**src/rtl/bitop_pkg.sv**
```systemverilog
package bitop_pkg;

  typedef enum logic [1:0] {
    OP_TEST = 2'b00,
    OP_SET  = 2'b01,
    OP_CLR  = 2'b10,
    OP_FLIP = 2'b11
  } bitop_e;

  typedef enum logic {
    KIND_WORD = 1'b0,
    KIND_BYTE = 1'b1
  } opnd_kind_e;

endpackage

```
**src/rtl/rst_release_sync.sv**
```systemverilog
module rst_release_sync #(
  parameter int STAGES = 2
) (
  input  logic clk,
  input  logic rst_n,
  output logic rst_n_sync
);

  logic [STAGES-1:0] chain_q;
  logic [STAGES-1:0] chain_d;

  always_comb begin
    chain_d = {chain_q[STAGES-2:0], 1'b1};
  end

  always_ff @(posedge clk or negedge rst_n) begin
    if (!rst_n) begin
      chain_q <= '0;
    end else begin
      chain_q <= chain_d;
    end
  end

  assign rst_n_sync = chain_q[STAGES-1];

endmodule

```
**src/rtl/bit_sel_decode.sv**
```systemverilog
module bit_sel_decode
  import bitop_pkg::*;
#(
  parameter int WORD_W   = 32,
  parameter int BYTE_W   = 8,
  parameter int BITNUM_W = 6
) (
  input  logic                kind,
  input  logic [BITNUM_W-1:0] bit_num,
  output logic [WORD_W-1:0]   sel_mask
);

  localparam int WIDX = $clog2(WORD_W);
  localparam int BIDX = $clog2(BYTE_W);

  logic [WIDX-1:0] word_idx;
  logic [BIDX-1:0] byte_idx;

  // modulo reduction is a plain truncation for power-of-two widths
  assign word_idx = bit_num[WIDX-1:0];
  assign byte_idx = bit_num[BIDX-1:0];

  for (genvar i = 0; i < WORD_W; i++) begin : g_lane
    if (i < BYTE_W) begin : g_low
      always_comb begin
        if (opnd_kind_e'(kind) == KIND_BYTE) begin
          sel_mask[i] = (byte_idx == BIDX'(i));
        end else begin
          sel_mask[i] = (word_idx == WIDX'(i));
        end
      end
    end else begin : g_high
      always_comb begin
        if (opnd_kind_e'(kind) == KIND_BYTE) begin
          sel_mask[i] = 1'b0;
        end else begin
          sel_mask[i] = (word_idx == WIDX'(i));
        end
      end
    end
  end

endmodule

```
**src/rtl/bit_update_core.sv**
```systemverilog
module bit_update_core
  import bitop_pkg::*;
#(
  parameter int WORD_W = 32,
  parameter int FLAG_W = 5,
  parameter int ZPOS   = 2
) (
  input  logic [1:0]        op,
  input  logic [WORD_W-1:0] operand,
  input  logic [WORD_W-1:0] sel_mask,
  input  logic [FLAG_W-1:0] flags_in,
  output logic [WORD_W-1:0] new_value,
  output logic [FLAG_W-1:0] new_flags,
  output logic              needs_wr
);

  logic orig_bit;

  assign orig_bit = |(operand & sel_mask);

  always_comb begin
    new_flags       = flags_in;
    new_flags[ZPOS] = ~orig_bit;
  end

  always_comb begin
    new_value = operand;
    needs_wr  = 1'b1;
    unique case (bitop_e'(op))
      OP_TEST: needs_wr  = 1'b0;
      OP_SET:  new_value = operand | sel_mask;
      OP_CLR:  new_value = operand & ~sel_mask;
      OP_FLIP: new_value = operand ^ sel_mask;
      default: needs_wr  = 1'b0;
    endcase
  end

endmodule

```
**src/rtl/bit_tam_unit.sv**
```systemverilog
module bit_tam_unit
  import bitop_pkg::*;
#(
  parameter int WORD_W   = 32,
  parameter int BYTE_W   = 8,
  parameter int BITNUM_W = 6,
  parameter int FLAG_W   = 5,
  parameter int ZPOS     = 2
) (
  input  logic                clk,
  input  logic                rst_n,
  input  logic                in_valid,
  input  logic [1:0]          op,
  input  logic                kind,
  input  logic [WORD_W-1:0]   operand,
  input  logic [BITNUM_W-1:0] bit_num,
  input  logic [FLAG_W-1:0]   flags_in,
  output logic                out_valid,
  output logic [WORD_W-1:0]   result,
  output logic [FLAG_W-1:0]   flags_out,
  output logic                wr_en
);

  localparam logic [FLAG_W-1:0] ZMASK = FLAG_W'(1) << ZPOS;

  logic              rst_i_n;
  logic [WORD_W-1:0] sel_mask;
  logic [WORD_W-1:0] new_value;
  logic [FLAG_W-1:0] new_flags;
  logic              needs_wr;

  logic              valid_d, wr_d;
  logic [WORD_W-1:0] result_d;
  logic [FLAG_W-1:0] flags_d;

  rst_release_sync #(.STAGES(2)) u_rst_sync (
    .clk        (clk),
    .rst_n      (rst_n),
    .rst_n_sync (rst_i_n)
  );

  bit_sel_decode #(
    .WORD_W   (WORD_W),
    .BYTE_W   (BYTE_W),
    .BITNUM_W (BITNUM_W)
  ) u_decode (
    .kind     (kind),
    .bit_num  (bit_num),
    .sel_mask (sel_mask)
  );

  bit_update_core #(
    .WORD_W (WORD_W),
    .FLAG_W (FLAG_W),
    .ZPOS   (ZPOS)
  ) u_core (
    .op        (op),
    .operand   (operand),
    .sel_mask  (sel_mask),
    .flags_in  (flags_in),
    .new_value (new_value),
    .new_flags (new_flags),
    .needs_wr  (needs_wr)
  );

  // next-state
  always_comb begin
    valid_d  = in_valid;
    wr_d     = in_valid & needs_wr;
    result_d = new_value;
    flags_d  = new_flags;
  end

  // control registers, updated every cycle
  always_ff @(posedge clk or negedge rst_i_n) begin
    if (!rst_i_n) begin
      out_valid <= 1'b0;
      wr_en     <= 1'b0;
    end else begin
      out_valid <= valid_d;
      wr_en     <= wr_d;
    end
  end

  // data registers, enabled by a request
  always_ff @(posedge clk or negedge rst_i_n) begin
    if (!rst_i_n) begin
      result    <= '0;
      flags_out <= '0;
    end else if (in_valid) begin
      result    <= result_d;
      flags_out <= flags_d;
    end
  end


  valid_lat_chk: assert property (@(posedge clk) disable iff (!rst_i_n)
    in_valid |=> out_valid);


  idle_lat_chk: assert property (@(posedge clk) disable iff (!rst_i_n)
    !in_valid |=> !out_valid);


  wr_gate_chk: assert property (@(posedge clk) disable iff (!rst_i_n)
    wr_en |-> out_valid);


  test_hold_chk: assert property (@(posedge clk) disable iff (!rst_i_n)
    (in_valid && op == OP_TEST) |=> (result == $past(operand) && !wr_en));


  set_zero_chk: assert property (@(posedge clk) disable iff (!rst_i_n)
    (in_valid && op == OP_SET) |=> (flags_out[ZPOS] == (result != $past(operand))));


  flip_change_chk: assert property (@(posedge clk) disable iff (!rst_i_n)
    (in_valid && op == OP_FLIP) |=> ($countones(result ^ $past(operand)) == 1));


  flag_pass_chk: assert property (@(posedge clk) disable iff (!rst_i_n)
    in_valid |=> ((flags_out & ~ZMASK) == ($past(flags_in) & ~ZMASK)));


  byte_upper_chk: assert property (@(posedge clk) disable iff (!rst_i_n)
    (in_valid && kind == KIND_BYTE) |=>
      (result[WORD_W-1:BYTE_W] == $past(operand[WORD_W-1:BYTE_W])));


  one_bit_chk: assert property (@(posedge clk) disable iff (!rst_i_n)
    in_valid |=> ($countones(result ^ $past(operand)) <= 1));

endmodule

```
**config.mk**
```make
export PLATFORM = sky130hd
export DESIGN_NAME = bit_tam_unit
export DESIGN_NICKNAME = d
export VERILOG_FILES = /design/src/rtl/bitop_pkg.sv /design/src/rtl/rst_release_sync.sv /design/src/rtl/bit_sel_decode.sv /design/src/rtl/bit_update_core.sv /design/src/rtl/bit_tam_unit.sv
export SDC_FILE = /design/constraint.sdc
export NUM_CORES = 1
export LEC_CHECK = 0
export ABC_AREA = 1
export BUFFER_PORTS_ARGS = -buffer_cell sky130_fd_sc_hd__buf_2
export CAP_MARGIN = 25
export CORE_UTILIZATION = 56
export CTS_CLUSTER_SIZE = 12
export DETAILED_ROUTE_END_ITERATION = 7
export PLACE_DENSITY_LB_ADDON = 0.2
export SLEW_MARGIN = 20
export SYNTH_ARGS = -nofsm -noshare
export SYNTH_HDL_FRONTEND = slang
export SYNTH_SLANG_ARGS = --single-unit
```
**constraint.sdc**
```tcl
create_clock -name clk -period 1.73 [get_ports clk]
set_input_delay 0.346 -clock clk [delete_from_list [all_inputs] [get_ports clk]]
set_output_delay 0.346 -clock clk [all_outputs]
set_load 0.01 [all_outputs]
```
==> results.md <==
- Hold WC Path Type: input pin to flip-flop
- Setup Skew: 0.00652 ns
- Final ANT Viol Nets: 0
- Buffer and inverter count on the worst path: 4
- Largest family of logic cells by synthesized area: adder cells
- Run status: finished, final reports clean
- EDFF count, synth: 0
- Post-synthesis mux area share: 0
- # nets final: 790
- Synthesized netlist cell count: 533
- RSZ-0062 raised after global routing: yes
- CTS Buf Count: 5
- Crit path max-delay cell type: ha_1
- Crit-path max cell delay: 0.27 ns
- Clk buf depth: 2
- Initial antenna violation count: 0
- Number of global-route vias before repair: 3660
- Core occupancy in the finished layout: 0.722
- Yosys warns: 0
- # rows: 30
- Period Utilization, post-route: 0.936
- Final Setup Violations: 0
- Fin. max-slew vios: 0
- VDD IR max: 0.000362 V
- Routed wire length per instance: 12.5 µm
- Final Hold Viols: 0
- Critical-path maximum fanout: 4
- Compound-Gate Fraction of Synth Area: 0.143
- Post-synthesis sequential area ratio: 0.260
- Req. time, crit path: 1.91 ns
- Crit. End Element: flip-flop
- Layout cells sized above 1: 0.238
- Detailed Route Iter0 Violations: 161
- Via count: 3748
- Filler Cell Count: 547
- Unique masters post-synth: 19
- Critical path class: input pin to flip-flop
- Dominant synthesized flop cell: dfrtp_1
- DRC viols: 0
- Synth Area in Adders: 0.298
- Mapped Nets: 676
- Dominant cells by area after synthesis: ha_1, dfrtp_1, nand2_1
- Global router's overall resource usage: 0.266
- I/O Buffers: 85
- Rel. slew slack: 0.662
- Minimum clock period: 1.62 ns
- # diodes: 0
- Maximum clock rate: 617 MHz
- Worst Setup Slack, final: 0.111 ns
- GR Overflow Total: 0
- Starting density of the core: 0.581
- Leak Pwr: 2.58 nW
- Yosys top cell area share: 0.298
- Synth Area in Simple Gates: 0.194
- Io pins: 88
- Max Cap Violations: 0
- Synth area leader: ha_1
- Drt via density: 5.04
- Layout area overhead: 24.2%
- Syn Std Cell Area: 3950 µm²
- Slew @ Worst Pin: 0.507 ns
- Post-DP HPWL: 6.97 mm
- P per Cell Area: 579 nW/µm²
- Largest net degree at the start of global routing: 67
- Crit path max-delay family: simple AND/OR/NAND/NOR gates
- Core box area: 6790 µm²
- Final hold slack: 0.247 ns
- Mapped Avg Cell Area: 7.41 µm²
- Clk sink count: 41
- Pre-CTS setup slack: -0.328 ns
- Multi-input gate area: 2560 µm²
- Worst EP arrival: 1.80 ns
- Die Footprint: 7390 µm²
- Gpl congestion: 0.839
- CTS H-tree lvls: 2
- Worst skew pair latency: 0.30 ns
- Synth Register Bits: 41
- First-pass GRT wire length: 15.9 mm
- Initial DRT Pass Iterations: 4
- Register Area: 1030 µm²
- Cell breakdown of the critical path: buf_2 -> nor2_1 -> inv_1 -> nor2_1 -> inv_1 -> nor2_1 -> inv_1 -> ha_1 -> nand2_1 -> o211ai_1 -> a21oi_1 -> o21ai_1
- Critical path launch point type: input pin
- CTS tree: done
- Chip Width: 86.0 µm
- WL final: 9.33 mm
- Asr flop ratio synth: 1.00
- Die Ht: 86.0 µm
- XOR/XNOR Fraction of Synth Area: 0
- Clock root buffer: clkbuf_8
- Clock-pin slew on the worst setup and hold paths: 0.08 ns
[sequential cells by signal (all words and copies together) (netlist names)]
signal and flops:
flags_out 5, out_valid 1, result 32, u_rst_sync.chain_q 2, wr_en 1
[synth_stat cells (3+ instances only)]
master and number:
nor2_1 55, clkbuf_1 7, inv_2 3, ha_1 94
nand2_1 125, o211ai_1 31, dfrtp_1 41, buf_2 8
inv_1 82, nand3_1 5, buf_4 4, a21oi_1 33
nor3_1 7, o21ai_1 31
[power by group]
group          internal, W  total (W)  leakage [nW]  switching, W
Combinational     0.000321   0.000793          2.01      0.000471
Sequential         0.00107    0.00112         0.507     0.0000503
Clock             0.000573   0.000930        0.0681      0.000357
[cells by family after synthesis]
family	count (synthesis)
AO/OA/AOI/OAI	97
adder cells (fa/ha/maj)	94
buffers and inverters	104
other	1
flip-flops	41
AND/OR/NAND/NOR	196
[layout by cell type (no fill, tap or decap)]
master and n:
ha_1 94, nand3_1 5, nor2_1 46, nor3_2 3
inv_1 79, nor3_4 1, o211ai_1 31, a21oi_1 33
buf_4 39, bufinv_16 2, nor3_1 3, nand4_1 2
nand2_1 124, nor4_1 1, o21ai_0 1, nor2_4 1
o21ai_1 32, conb_1 1, buf_2 85, dlygate4sd3_1 1
inv_2 6, buf_12 1, nor2_2 9, clkinv_2 1
nand2_2 1, clkbuf_8 5, dfrtp_1 41
[path summary, 6_finish.rpt]
check	startpoint	end	slack, ns	cells after the start
min in group asynchronous	u_rst_sync.chain_q[1]$_DFF_PN0_	result[5]$_DFFE_PN0P_	0.30	1
max in group asynchronous	u_rst_sync.chain_q[1]$_DFF_PN0_	result[12]$_DFFE_PN0P_	1.07	1
setup reg to reg	u_rst_sync.chain_q[1]$_DFF_PN0_	result[12]$_DFFE_PN0P_	1.07	1
hold reg to reg	u_rst_sync.chain_q[1]$_DFF_PN0_	result[5]$_DFFE_PN0P_	0.30	1
setup / recovery	bit_num[1]	result[24]$_DFFE_PN0P_	0.11	12
hold / removal	in_valid	out_valid$_DFF_PN0_	0.25	1
[layout make-up]
type,instances,area share
clock buffers,5,0.0140
clock inverters,3,0.0133
inverters,85,0.0650
multi-input cells,388,0.522
flip-flops and latches,41,0.209
well taps,96,0.0245
repair buffers,126,0.152
[layer usage]
metal / GRT usage / part of all wire / wire (µm) / up-vias
li1: - / - / - / 1912
met4: 0.0894 / 0.020 / 191 / 0
met1: 0.325 / 0.46 / 4310 / 1739
met3: 0.0491 / 0.038 / 353 / 17
met5: 0 / 0 / 0 / -
met2: 0.469 / 0.48 / 4480 / 80
[repair_timing]
item,in CTS,in global routing
gates cloned,0,0
hold buffers,1,0
endpoints found under the setup margin,1,15
setup buffers,0,0
hold endpoints to repair,2,0
resized for setup,1,17
[metrics by stage]
step / total power, W / area, µm² / setup TNS, ns / std cells
floorplan: 0.00158 / 3950 / 0 / 533
global placement: 0.00188 / 4710 / -2.87 / 735
detailed placement: 0.00192 / 4710 / -4.76 / 735
CTS: 0.00286 / 4860 / 0 / 744
global route: 0.00302 / 4910 / -0.0894 / 744
finish: 0.00284 / 4910 / 0 / 744
Note: power is estimated with default switching activity, not from simulation.
